==> src/rtl/xc_pkg.sv <==
package xc_pkg;
    localparam int XC_WAYS = 2;

    typedef enum logic [2:0] {
        ST_IDLE,
        ST_L1CHK,
        ST_L2CHK,
        ST_SWAP,
        ST_WBACK,
        ST_PUSH,
        ST_FILL,
        ST_DONE
    } xc_state_e;
endpackage

==> src/rtl/xc_l2_match.sv <==
module xc_l2_match
    import xc_pkg::*;
#(
    parameter int TAG_W = 10
) (
    input  logic                            clk,
    input  logic                            rst_n,
    input  logic [TAG_W-1:0]                tag_i,
    input  logic [XC_WAYS-1:0]              valid_i,
    input  logic [XC_WAYS-1:0][TAG_W-1:0]   tags_i,
    input  logic                            lru_i,
    output logic                            hit_o,
    output logic                            hit_way_o,
    output logic                            vic_way_o
);
    logic [XC_WAYS-1:0] hit_vec;

    for (genvar w = 0; w < XC_WAYS; w++) begin : g_cmp
        assign hit_vec[w] = valid_i[w] && (tags_i[w] == tag_i);
    end

    assign hit_o     = |hit_vec;
    assign hit_way_o = hit_vec[1];
    // empty way first, lowest index first, otherwise the least recently used
    assign vic_way_o = !valid_i[0] ? 1'b0 : (!valid_i[1] ? 1'b1 : lru_i);

    AST_ONE_WAY_HIT: assert property (@(posedge clk) disable iff (!rst_n)
        $onehot0(hit_vec)) else $error("line valid in two ways");
endmodule

==> src/rtl/xc_word_port.sv <==
module xc_word_port #(
    parameter int DATA_W = 16,
    parameter int WORDS  = 4
) (
    input  logic [WORDS*DATA_W-1:0]  line_i,
    input  logic [$clog2(WORDS)-1:0] off_i,
    input  logic [DATA_W-1:0]        wdata_i,
    output logic [DATA_W-1:0]        rdata_o,
    output logic [WORDS*DATA_W-1:0]  line_o
);
    localparam int OFF_W = $clog2(WORDS);

    assign rdata_o = line_i[off_i*DATA_W +: DATA_W];

    for (genvar w = 0; w < WORDS; w++) begin : g_merge
        assign line_o[w*DATA_W +: DATA_W] =
            (off_i == OFF_W'(w)) ? wdata_i : line_i[w*DATA_W +: DATA_W];
    end
endmodule

==> src/rtl/excl_cache.sv <==
module excl_cache
    import xc_pkg::*;
#(
    parameter int ADDR_W = 16,
    parameter int DATA_W = 16,
    parameter int WORDS  = 4,
    parameter int SETS   = 16
) (
    input  logic                                   clk,
    input  logic                                   rst_n,
    input  logic                                   req_valid,
    output logic                                   req_ready,
    input  logic                                   req_we,
    input  logic [ADDR_W-1:0]                      req_addr,
    input  logic [DATA_W-1:0]                      req_wdata,
    output logic                                   resp_valid,
    output logic [DATA_W-1:0]                      resp_rdata,
    output logic                                   mem_req,
    output logic                                   mem_we,
    output logic [ADDR_W-$clog2(WORDS)-1:0]        mem_line,
    output logic [WORDS*DATA_W-1:0]                mem_wdata,
    input  logic [WORDS*DATA_W-1:0]                mem_rdata,
    input  logic                                   mem_ack
);
    localparam int OFF_W   = $clog2(WORDS);
    localparam int IDX_W   = $clog2(SETS);
    localparam int LADDR_W = ADDR_W - OFF_W;
    localparam int TAG_W   = LADDR_W - IDX_W;
    localparam int LINE_B  = WORDS * DATA_W;

    xc_state_e state, nxt;

    // captured request
    logic              r_we;
    logic [ADDR_W-1:0] r_addr;
    logic [DATA_W-1:0] r_wdata;

    // first level: direct mapped
    logic [LINE_B-1:0] l1_data [SETS];
    logic [TAG_W-1:0]  l1_tag  [SETS];
    logic [SETS-1:0]   l1_v, l1_d;

    // second level: XC_WAYS ways per set, one recency bit per set
    logic [XC_WAYS-1:0][LINE_B-1:0] l2_data [SETS];
    logic [XC_WAYS-1:0][TAG_W-1:0]  l2_tag  [SETS];
    logic [SETS-1:0][XC_WAYS-1:0]   l2_v, l2_d;
    logic [SETS-1:0]                l2_lru;

    logic [IDX_W-1:0] idx;
    logic [TAG_W-1:0] rtag;
    logic [OFF_W-1:0] off;
    logic             l1_hit, l2_hit, hw, vw;
    logic [LINE_B-1:0] merged;
    logic [DATA_W-1:0] rd_word;

    assign idx    = r_addr[OFF_W +: IDX_W];
    assign rtag   = r_addr[ADDR_W-1 -: TAG_W];
    assign off    = r_addr[OFF_W-1:0];
    assign l1_hit = l1_v[idx] && (l1_tag[idx] == rtag);

    xc_l2_match #(.TAG_W(TAG_W)) u_match (
        .clk       (clk),
        .rst_n     (rst_n),
        .tag_i     (rtag),
        .valid_i   (l2_v[idx]),
        .tags_i    (l2_tag[idx]),
        .lru_i     (l2_lru[idx]),
        .hit_o     (l2_hit),
        .hit_way_o (hw),
        .vic_way_o (vw)
    );

    xc_word_port #(.DATA_W(DATA_W), .WORDS(WORDS)) u_word (
        .line_i  (l1_data[idx]),
        .off_i   (off),
        .wdata_i (r_wdata),
        .rdata_o (rd_word),
        .line_o  (merged)
    );

    // state register
    always_ff @(posedge clk or negedge rst_n) begin
        if (!rst_n) state <= ST_IDLE;
        else        state <= nxt;
    end

    always_comb begin
        nxt = state;
        unique case (state)
            ST_IDLE:  if (req_valid) nxt = ST_L1CHK;
            ST_L1CHK: nxt = l1_hit ? ST_DONE : ST_L2CHK;
            ST_L2CHK: begin
                if (l2_hit)                           nxt = ST_SWAP;
                else if (!l1_v[idx])                  nxt = ST_FILL;
                else if (l2_v[idx][vw] && l2_d[idx][vw]) nxt = ST_WBACK;
                else                                  nxt = ST_PUSH;
            end
            ST_SWAP:  nxt = ST_L1CHK;
            ST_WBACK: if (mem_ack) nxt = ST_PUSH;
            ST_PUSH:  nxt = ST_FILL;
            ST_FILL:  if (mem_ack) nxt = ST_L1CHK;
            ST_DONE:  nxt = ST_IDLE;
            default:  nxt = ST_IDLE;
        endcase
    end

    // outputs
    always_comb begin
        req_ready  = (state == ST_IDLE);
        resp_valid = (state == ST_DONE);
        resp_rdata = rd_word;
        mem_req    = (state == ST_WBACK) || (state == ST_FILL);
        mem_we     = (state == ST_WBACK);
        mem_line   = (state == ST_WBACK) ? {l2_tag[idx][vw], idx} : {rtag, idx};
        mem_wdata  = l2_data[idx][vw];
    end

    // request capture
    always_ff @(posedge clk or negedge rst_n) begin
        if (!rst_n) begin
            r_we    <= 1'b0;
            r_addr  <= '0;
            r_wdata <= '0;
        end else if (state == ST_IDLE && req_valid) begin
            r_we    <= req_we;
            r_addr  <= req_addr;
            r_wdata <= req_wdata;
        end
    end

    // line payload and tags (no reset needed)
    always_ff @(posedge clk) begin
        if (state == ST_SWAP) begin
            l1_data[idx]     <= l2_data[idx][hw];
            l1_tag[idx]      <= l2_tag[idx][hw];
            l2_data[idx][hw] <= l1_data[idx];
            l2_tag[idx][hw]  <= l1_tag[idx];
        end
        if (state == ST_PUSH) begin
            l2_data[idx][vw] <= l1_data[idx];
            l2_tag[idx][vw]  <= l1_tag[idx];
        end
        if (state == ST_FILL && mem_ack) begin
            l1_data[idx] <= mem_rdata;
            l1_tag[idx]  <= rtag;
        end
        if (state == ST_DONE && r_we) l1_data[idx] <= merged;
    end

    // valid, dirty and recency state
    always_ff @(posedge clk or negedge rst_n) begin
        if (!rst_n) begin
            l1_v   <= '0;
            l1_d   <= '0;
            l2_v   <= '0;
            l2_d   <= '0;
            l2_lru <= '0;
        end else begin
            if (state == ST_SWAP) begin
                l1_v[idx]     <= 1'b1;
                l1_d[idx]     <= l2_d[idx][hw];
                l2_v[idx][hw] <= l1_v[idx];
                l2_d[idx][hw] <= l1_d[idx];
                l2_lru[idx]   <= ~hw;
            end
            if (state == ST_PUSH) begin
                l2_v[idx][vw] <= 1'b1;
                l2_d[idx][vw] <= l1_d[idx];
                l2_lru[idx]   <= ~vw;
                l1_v[idx]     <= 1'b0;
            end
            if (state == ST_FILL && mem_ack) begin
                l1_v[idx] <= 1'b1;
                l1_d[idx] <= 1'b0;
            end
            if (state == ST_DONE && r_we) l1_d[idx] <= 1'b1;
        end
    end

    for (genvar w = 0; w < XC_WAYS; w++) begin : g_excl
        AST_EXCLUSIVE: assert property (@(posedge clk) disable iff (!rst_n)
            !(l1_v[idx] && l2_v[idx][w] && (l1_tag[idx] == l2_tag[idx][w])))
            else $error("line valid in both levels");
    end

    AST_BUSY_AFTER_ACCEPT: assert property (@(posedge clk) disable iff (!rst_n)
        (req_valid && req_ready) |=> !req_ready) else $error("accepted while busy");

    AST_RESP_PULSE: assert property (@(posedge clk) disable iff (!rst_n)
        resp_valid |=> !resp_valid) else $error("response longer than one cycle");

    AST_WB_THEN_FILL: assert property (@(posedge clk) disable iff (!rst_n)
        (mem_req && mem_we && mem_ack) |=> !mem_req ##1 (mem_req && !mem_we))
        else $error("write-back not followed by fill");

    AST_FILL_TO_RESP: assert property (@(posedge clk) disable iff (!rst_n)
        (mem_req && !mem_we && mem_ack) |-> ##2 resp_valid)
        else $error("fill not served from first level");
endmodule

==> config.mk <==
export PLATFORM = sky130hd
export DESIGN_NAME = excl_cache
export DESIGN_NICKNAME = d
export VERILOG_FILES = /design/src/rtl/xc_pkg.sv /design/src/rtl/xc_l2_match.sv /design/src/rtl/xc_word_port.sv /design/src/rtl/excl_cache.sv
export SDC_FILE = /design/constraint.sdc
export NUM_CORES = 2
export LEC_CHECK = 0
export BUFFER_PORTS_ARGS = -buffer_cell sky130_fd_sc_hd__buf_2
export CORE_MARGIN = 2
export CORE_UTILIZATION = 50
export DETAILED_ROUTE_END_ITERATION = 6
export GPL_TIMING_DRIVEN = 0
export PLACE_DENSITY = 0.69
export SYNTH_ARGS = -nofsm -noshare
export SYNTH_HDL_FRONTEND = slang
export SYNTH_HIERARCHICAL = 1
export SYNTH_SLANG_ARGS = --single-unit
export TNS_END_PERCENT = 10
==> constraint.sdc <==
create_clock -name clk -period 8.89 [get_ports clk]
set_input_delay 2.667 -clock clk [delete_from_list [all_inputs] [get_ports clk]]
set_output_delay 2.667 -clock clk [all_outputs]
set_load 0.005 [all_outputs]
; ---- Word level (Yosys, flattened, before mapping)
; Memories as Yosys holds them, arrays and structs flattened.
; Index checks and enable logic that the tools add are counted.
[op_classes]
n_reduce_logical = 15
eq_ne = 16
n_addsub = 0
div = 0
mux = 237
shifts = 1
bitwise = 160
mul = 0
n_lt_le_gt_ge = 6
[ops]
columns = op, count
row1 = 2-to-1 mux 64 bit, 8
row2 = 2-to-1 mux 128 bit, 2
row3 = 2-to-1 mux 16 bit, 12
row4 = 2-to-1 mux 1 bit, 170
row5 = OR 1 bit, 151
row6 = demux 64 bit (select 1 bit), 2
row7 = 2-to-1 mux 32 bit, 4
row8 = bitwise mux 32 bit, 3
row9 = 2-to-1 mux 10 bit, 7
row10 = variable part select 64 x 7 -> 16 bit, 1
row11 = bitwise mux 16 bit, 3
row12 = OR 16 bit, 3
row13 = 2-to-1 mux 20 bit, 2
row14 = bitwise AND 16 bit, 2
row15 = OR 32 bit, 1
row16 = == test 10 bit, 3
row17 = case mux 3 bit (8 select lines), 1
row18 = demux 10 bit (select 1 bit), 2
row19 = binary-select mux 2 bit (select 4 bit), 2
row20 = demux 2 bit (select 4 bit), 2
row21 = inverter 16 bit, 1
row22 = 2-to-1 mux 3 bit, 5
row23 = 2-to-1 mux 14 bit, 1
row24 = binary-select mux 1 bit (select 4 bit), 3
row25 = other kinds (21), 44
[word_totals]
memories = 4
elab_cells = 478
ff_bits = 148
ram_bits = 3552
latchBits = 0
out_inout_bits = 98
mem_bits_ro = 0
[memory_table]
columns = memory, depth, word_bits, rd, rd_clocked_by_memory_dff, wr, line_no
row1 = l2_data, 16, 128, 1, 0, 1, excl_cache.sv:44  ; logic [XC_WAYS-1:0][LINE_B-1:0] l2_data [SETS];
row2 = l1_data, 16, 64, 1, 0, 1, excl_cache.sv:39  ; logic [LINE_B-1:0] l1_data [SETS];
row3 = l2_tag, 16, 20, 1, 0, 1, excl_cache.sv:45  ; logic [XC_WAYS-1:0][TAG_W-1:0] l2_tag [SETS];
row4 = l1_tag, 16, 10, 1, 0, 1, excl_cache.sv:40  ; logic [TAG_W-1:0] l1_tag [SETS];

; ---- Depth between registers and ports, before layout
[logic_depth]
ltp_word = 13
depth_mapped = 16
ltp_nobuf = 10

; ---- Modules after synthesis
; Netlist, hierarchy kept.
[by_module_without_submodules]
columns = mod, area_each_um2, cells_per_inst, instances, seq_area_each_um2
row1 = excl_cache, 143448.8, 6090, 1, 110365.8
row2 = xc_word_port, 1278.7, 94, 1, 0.0
row3 = xc_l2_match, 246.5, 30, 1, 0.0

; ---- Worst setup path after synthesis
; No wires, ideal clock.
[synth_path]
kind = reg-to-reg
from = register r_addr[3]
to = register l2_d[15] (netlist name)
arrival_ns = 6.907
path_stages_with_launch = 14
t_required_ns = 8.809
path_buffers = 5
slack_ns = 1.903
synth_period_minus_slack_ns = 6.987
setup_ns = 0.081
cell_sequence = dfrtp_1 > buf_4 > buf_2 > buf_1 > mux4_2 > mux4_2 > xnor2_1 > nand4_1 > nor3_2 > clkbuf_1 > a22oi_1 > clkbuf_1 > nor2_1 > mux2_2
[synth_via]
elab_chain_cells = 13
[synth_rtl]
columns = element, line_no
row1 = from (decl), excl_cache.sv:35  ; logic [ADDR_W-1:0] r_addr;
row2 = from (signal assigned), excl_cache.sv:126  ; r_addr <= req_addr;
row3 = memory (16 x 20 bit) or binary-select mux 2 bit (select 4 bit) (tied branches), -
row4 = == test 10 bit or 2-to-1 mux 2 bit (tied branches), "xc_l2_match.sv:19, excl_cache.sv:65"
row5 = logical AND 1 bit (*), xc_l2_match.sv:19  ; assign hit_vec[w] = valid_i[w] && (tags_i[w] == tag_i);
row6 = named net hw, excl_cache.sv:52  ; logic l1_hit, l2_hit, hw, vw;
row7 = less-than comparator 1 x 2 -> 1 bit (implied by the code) or >= comparator 1 bit (tied branches), excl_cache.sv:163  ; l2_d[idx][hw] <= l1_d[idx];
row8 = logical AND 1 bit (implied by the code), excl_cache.sv:163
row9 = 2-to-1 mux 1 bit (implied by the code), excl_cache.sv:163
row10 = demux 1 bit (select 1 bit) (*), excl_cache.sv:163
row11 = 2-to-1 mux 2 bit (implied by the code) (*), excl_cache.sv:163
row12 = demux 2 bit (select 4 bit) (*), excl_cache.sv:163
row13 = bitwise mux 32 bit (*), excl_cache.sv:163
row14 = 2-to-1 mux 32 bit (*), excl_cache.sv:159  ; if (state == ST_SWAP) begin
row15 = bitwise mux 32 bit, excl_cache.sv:168  ; l2_d[idx][vw] <= l1_d[idx];
row16 = 2-to-1 mux 32 bit (*), excl_cache.sv:166  ; if (state == ST_PUSH) begin
row17 = "to (signal, indexed assignment)", excl_cache.sv:163
row18 = "to (signal, indexed assignment)", excl_cache.sv:168
row19 = to (decl), excl_cache.sv:46  ; logic [SETS-1:0][XC_WAYS-1:0] l2_v, l2_d;
; The timed path passes the listed nets; every way through them passes the cells marked *. The select of a mux whose other input is x is not followed.
; A chain may end at the register's enable or synchronous reset.

; ---- Worst setup path in the final report
[layout_path]
from = register r_addr[2]
to = output mem_wdata[61]
[layout_via]
elab_chain_cells = 6
[layout_rtl]
columns = element, line_no
row1 = binary-select mux 1 bit (select 4 bit) or binary-select mux 2 bit (select 4 bit) (tied branches), "excl_cache.sv:67, excl_cache.sv:65"
row2 = 2-to-1 mux 1 bit (implied by the code) or 2-to-1 mux 2 bit (tied branches), "excl_cache.sv:67, excl_cache.sv:65"
row3 = 2-to-1 mux 1 bit, xc_l2_match.sv:25  ; assign vic_way_o = !valid_i[0] ? 1'b0 : (!valid_i[1] ? 1'b1 : lru_i);
row4 = 2-to-1 mux 1 bit (*), xc_l2_match.sv:25
row5 = named net vw, excl_cache.sv:52
row6 = 2-to-1 mux 64 bit (implied by the code) (*) (2 in a row), excl_cache.sv:115  ; mem_wdata = l2_data[idx][vw];
row7 = to (decl), excl_cache.sv:21  ; output logic [WORDS*DATA_W-1:0] mem_wdata,
; Marked as above.

==> impl_summary.txt <==
----------------------------------------------------
[Outcome]
  Status ... complete, but fails checks
  Violations in the final reports ... design-rule violations, negative setup slack

[Yosys]
  Cell type with the highest aggregate area in the netlist ... sky130_fd_sc_hd__edfxtp_1
  Post-synthesis adder-cell area fraction ... 0
  Multiplexer area fraction after synthesis ... 0.201
  Area fraction of the dominant cell type after synthesis ... 0.736
  Leading cell types by total area after synthesis ... sky130_fd_sc_hd__edfxtp_1, sky130_fd_sc_hd__mux4_2, sky130_fd_sc_hd__dfrtp_1, sky130_fd_sc_hd__mux2_2, sky130_fd_sc_hd__mux2i_1
  Flip-flop and latch count after synthesis ... 3700
  Area of the mapped netlist ... 145000 µm²
  Number of different library cells in the post-synthesis netlist ... 57
  Main synth FF type ... sky130_fd_sc_hd__edfxtp_1
  Compound-cell area share of the yosys netlist ... 0.0128
  Post-synthesis cell count ... 6214
  Count of synthesis-stage warnings from yosys ... 6
  Sequential fraction of the synthesis area ... 0.761
  Average cell area after synthesis ... 23.3 µm²
  Fraction of registers with async set/reset ... 0.0400
  Post-synthesis share of cell area spent on and, or, nand and nor gates ... 0.0105
  Number of flops mapped to enable cells by yosys ... 3552
  Combinational family with the most area after synthesis ... multiplexers
  Post-synth net total ... 6315
  Xor/xnor cell area share of the yosys netlist ... 0.00193

[Power]
  Switching pwr ... 25.4 mW
  Power Density ... 410 nW/µm²
  Combinational share of power ... 0.394
  Cell-internal power ... 43.3 mW
  Sw Ratio ... 0.370
  Overall Power ... 68.7 mW
  Part of the power in the clock network ... 0.222
  Flop pwr share ... 0.385
  Max VDD drop ... 0.000282 V
  Leakage ... 52.8 nW

[Routing]
  Via Count ... 75400
  Starting DRC count in detailed routing ... 12300
  Post-Route WL ... 436000 µm
  Routed Antenna Nets ... 0
  DRT Pass-1 Iters ... 7
  Wirelength per Cell ... 39.2 µm
  Vias per std cell ... 6.78
  Final routed DRC violation total ... 23

[Clock network]
  CTS sink cnt ... 3700
  Root buffer cell ... sky130_fd_sc_hd__clkbuf_16
  Clk_lat worst skew ... 910 ps
  TritonCTS clock tree ... done
  Clock slew seen by the registers of the worst setup and hold paths ... 60 ps
  Maximum clock path buffer count ... 4
  Post-CTS repair timing setup buffer count ... 0
  Num CTS Buffers ... 365
  Total number of H-tree levels ... 5

[Die]
  Initial core utilization ... 0.503
  Number of placed I/O pins ... 199
  Core area ... 288000 µm²
  Die span in y ... 542 µm
  Die outline area ... 294000 µm²
  Total number of placement rows ... 197
  DIE WIDTH ... 542 µm

[Global routing]
  Largest net degree at the start of global routing ... 99
  Global routing usage summed across all routing layers ... 0.296
  Final global-route overflow total ... 0
  Antenna violations before repair ... 41
  Number of global-route vias before repair ... 73200
  First-pass GRT wire length ... 594000 µm

[Critical path]
  Delay of the slowest critical-path stage ... 560 ps
  Kind of critical path ... flop to output pin
  Data arrival time of the worst path ... 6240 ps
  Worst-path cell chain ... buf_6 -> buf_6 -> buf_6 -> clkbuf_2 -> clkbuf_4 -> mux4_2 -> mux4_2 -> inv_1 -> a21boi_0 -> clkbuf_2 -> clkbuf_4 -> clkbuf_2 -> mux2_2 -> buf_2
  Family of cells with the greatest summed delay on the critical path ... buffers and inverters
  CP Max Fanout ... 10
  Cell with the biggest individual delay on the critical path ... sky130_fd_sc_hd__mux4_2
  CP Buf/Inv Count ... 10
  Worst setup SP type ... flop
  Setup crit end kind ... output pin
  R2r startpoint ... r_addr[4]$_DFFE_PN0P_
  Beginning of the critical path ... r_addr[2]$_DFFE_PN0P_
  Data required time of the critical path ... 6220 ps

[STA]
  Post-route clock period utilization ... 1.00
  Final count of pins violating max slew ... 0
  Hold Fails Final Rpt ... 0
  Relative slew slack ... 0.0127
  Skew final ... 58.5 ps
  Highest Clock Rate ... 112 MHz
  Minimum period implied by the final worst setup slack ... 8900 ps
  Final sum of negative setup slack ... -30.4 ps
  Setup repair after global routing missed its margin ... no
  Final WS setup ... -14.2 ps
  Transition time at the pin with the least slew margin ... 1480 ps
  Final-report setup violation count ... 4

[Place]
  Final HPWL DP ... 299000 µm
  IO buf count ... 198
  Gp weighted congestion ... 0.928

[Layout]
  Nets ... 7117
  Area added between synthesis and finish ... 15.5%
  Storage cell area ... 110000 µm²
  Filler instances ... 20000
  Final Core Density ... 0.581
  Most used cells in the layout excluding fill and tap cells ... sky130_fd_sc_hd__edfxtp_1, sky130_fd_sc_hd__mux4_2, sky130_fd_sc_hd__clkbuf_16
  Most frequent standard cell in the layout excluding fill and tap cells ... sky130_fd_sc_hd__edfxtp_1
  Area of the multi-input gates ... 33300 µm²
  Layout cells sized above 1 ... 0.352

[Run]
  Number of max-cap violations ... 0

[Min path]
  Worst hold-check path type ... flop to flop

----------------------------------------------------
state kept, by name (all words and copies together), names as in the netlist, named ones only:
register and count:
l2_v 32, r_wdata 16, l2_d 32, l1_data 1024, l2_lru 16, l1_v 15
r_addr 16, l1_tag 160, state 3, r_we 1, l1_d 15, l2_data 2048
l2_tag 320
power by group through the flow:
stage / Combinational [mW] / Sequential (mW) / Clock [mW]
global route: 27.9 / 26.5 / 15.9
finish: 27.0 / 26.4 / 15.2
detailed placement: 26.4 / 26.7 / 0
CTS: 26.5 / 26.4 / 15.3
floorplan: 14.2 / 26.5 / 0
global placement: 24.8 / 27.0 / 0
cell type report:
| type | count | area share |
|---|---|---|
| Clock buffer | 458 | 0.0582 |
| Clock inverter | 205 | 0.0111 |
| Tap cell | 3781 | 0.0282 |
| Inverter | 10 | 0.000224 |
| Antenna cell | 19 | 0.000284 |
| Multi-Input combinational cell | 2153 | 0.199 |
| Sequential cell | 3700 | 0.659 |
| Timing Repair Buffer | 438 | 0.0337 |
| Buffer | 348 | 0.0109 |
what timing repair did:
action / in CTS / in global routing
pin swaps: 0 / 0
hold buffers: 0 / 0
endpoints found under the setup margin: 154 / 11
resized for setup: 19 / 5
per-layer routing:
| layer | part of all wire | vias up | global-route usage |
|---|---|---|---|
| met2 | 0.46 | 5696 | 0.450 |
| met5 | 0.00013 | - | 0 |
| li1 | - | 28200 | - |
| met4 | 0.050 | 10 | 0.123 |
| met1 | 0.36 | 40400 | 0.404 |
| met3 | 0.13 | 1045 | 0.0853 |
Yosys cell counts (16+ instances only):
master and number:
sky130_fd_sc_hd__mux2_4 20, sky130_fd_sc_hd__mux4_2 1138, sky130_fd_sc_hd__a21oi_1 91, sky130_fd_sc_hd__dfrtp_1 148, sky130_fd_sc_hd__nand3_1 22, sky130_fd_sc_hd__o22ai_1 16, sky130_fd_sc_hd__a22oi_1 40, sky130_fd_sc_hd__a2bb2oi_1 23
sky130_fd_sc_hd__edfxtp_1 3552, sky130_fd_sc_hd__mux2_2 166, sky130_fd_sc_hd__buf_6 25, sky130_fd_sc_hd__xnor2_1 23, sky130_fd_sc_hd__buf_2 129, sky130_fd_sc_hd__o21ai_0 109, sky130_fd_sc_hd__buf_4 23, sky130_fd_sc_hd__nand2_1 108
sky130_fd_sc_hd__nor2_1 166, sky130_fd_sc_hd__mux2i_1 129, sky130_fd_sc_hd__buf_1 46, sky130_fd_sc_hd__clkbuf_1 123
worst paths after layout:
check / cells after the start / slack (ps) / endpoint
max: 14 / -10 / mem_wdata[61]
min in group asynchronous: 1 / 1730 / r_addr[5]$_DFFE_PN0P_
max reg2reg: 12 / 300 / l1_data[14][14]$_DFFE_PP_
min: 1 / 500 / flop
max in group asynchronous: 2 / 6210 / l2_v[26]$_DFF_PN0_
min reg2reg: 1 / 500 / flop
metrics by stage:
| stage | instances | hold slack [ps] | cell area, µm² | worst slack, ps |
|---|---|---|---|---|
| after floorplan | 6214 | 457 | 145000 | 1900 |
| after global routing | 11100 | 517 | 167000 | 15.0 |
| final | 11100 | 497 | 168000 | -14.2 |
| after CTS | 11100 | 502 | 167000 | 5.97 |
| after global placement | 10200 | 484 | 151000 | -6020 |
| after detailed placement | 10400 | 489 | 156000 | -993 |
kinds of logic after synthesis:
kind of cell           Yosys count
buffers and inverters          361
multiplexers                  1456
AND/OR/NAND/NOR                355
AO/OA/AOI/OAI                  310
XOR/XNOR                        32
flip-flops                    3700
Power figures use the tool's default switching activity.
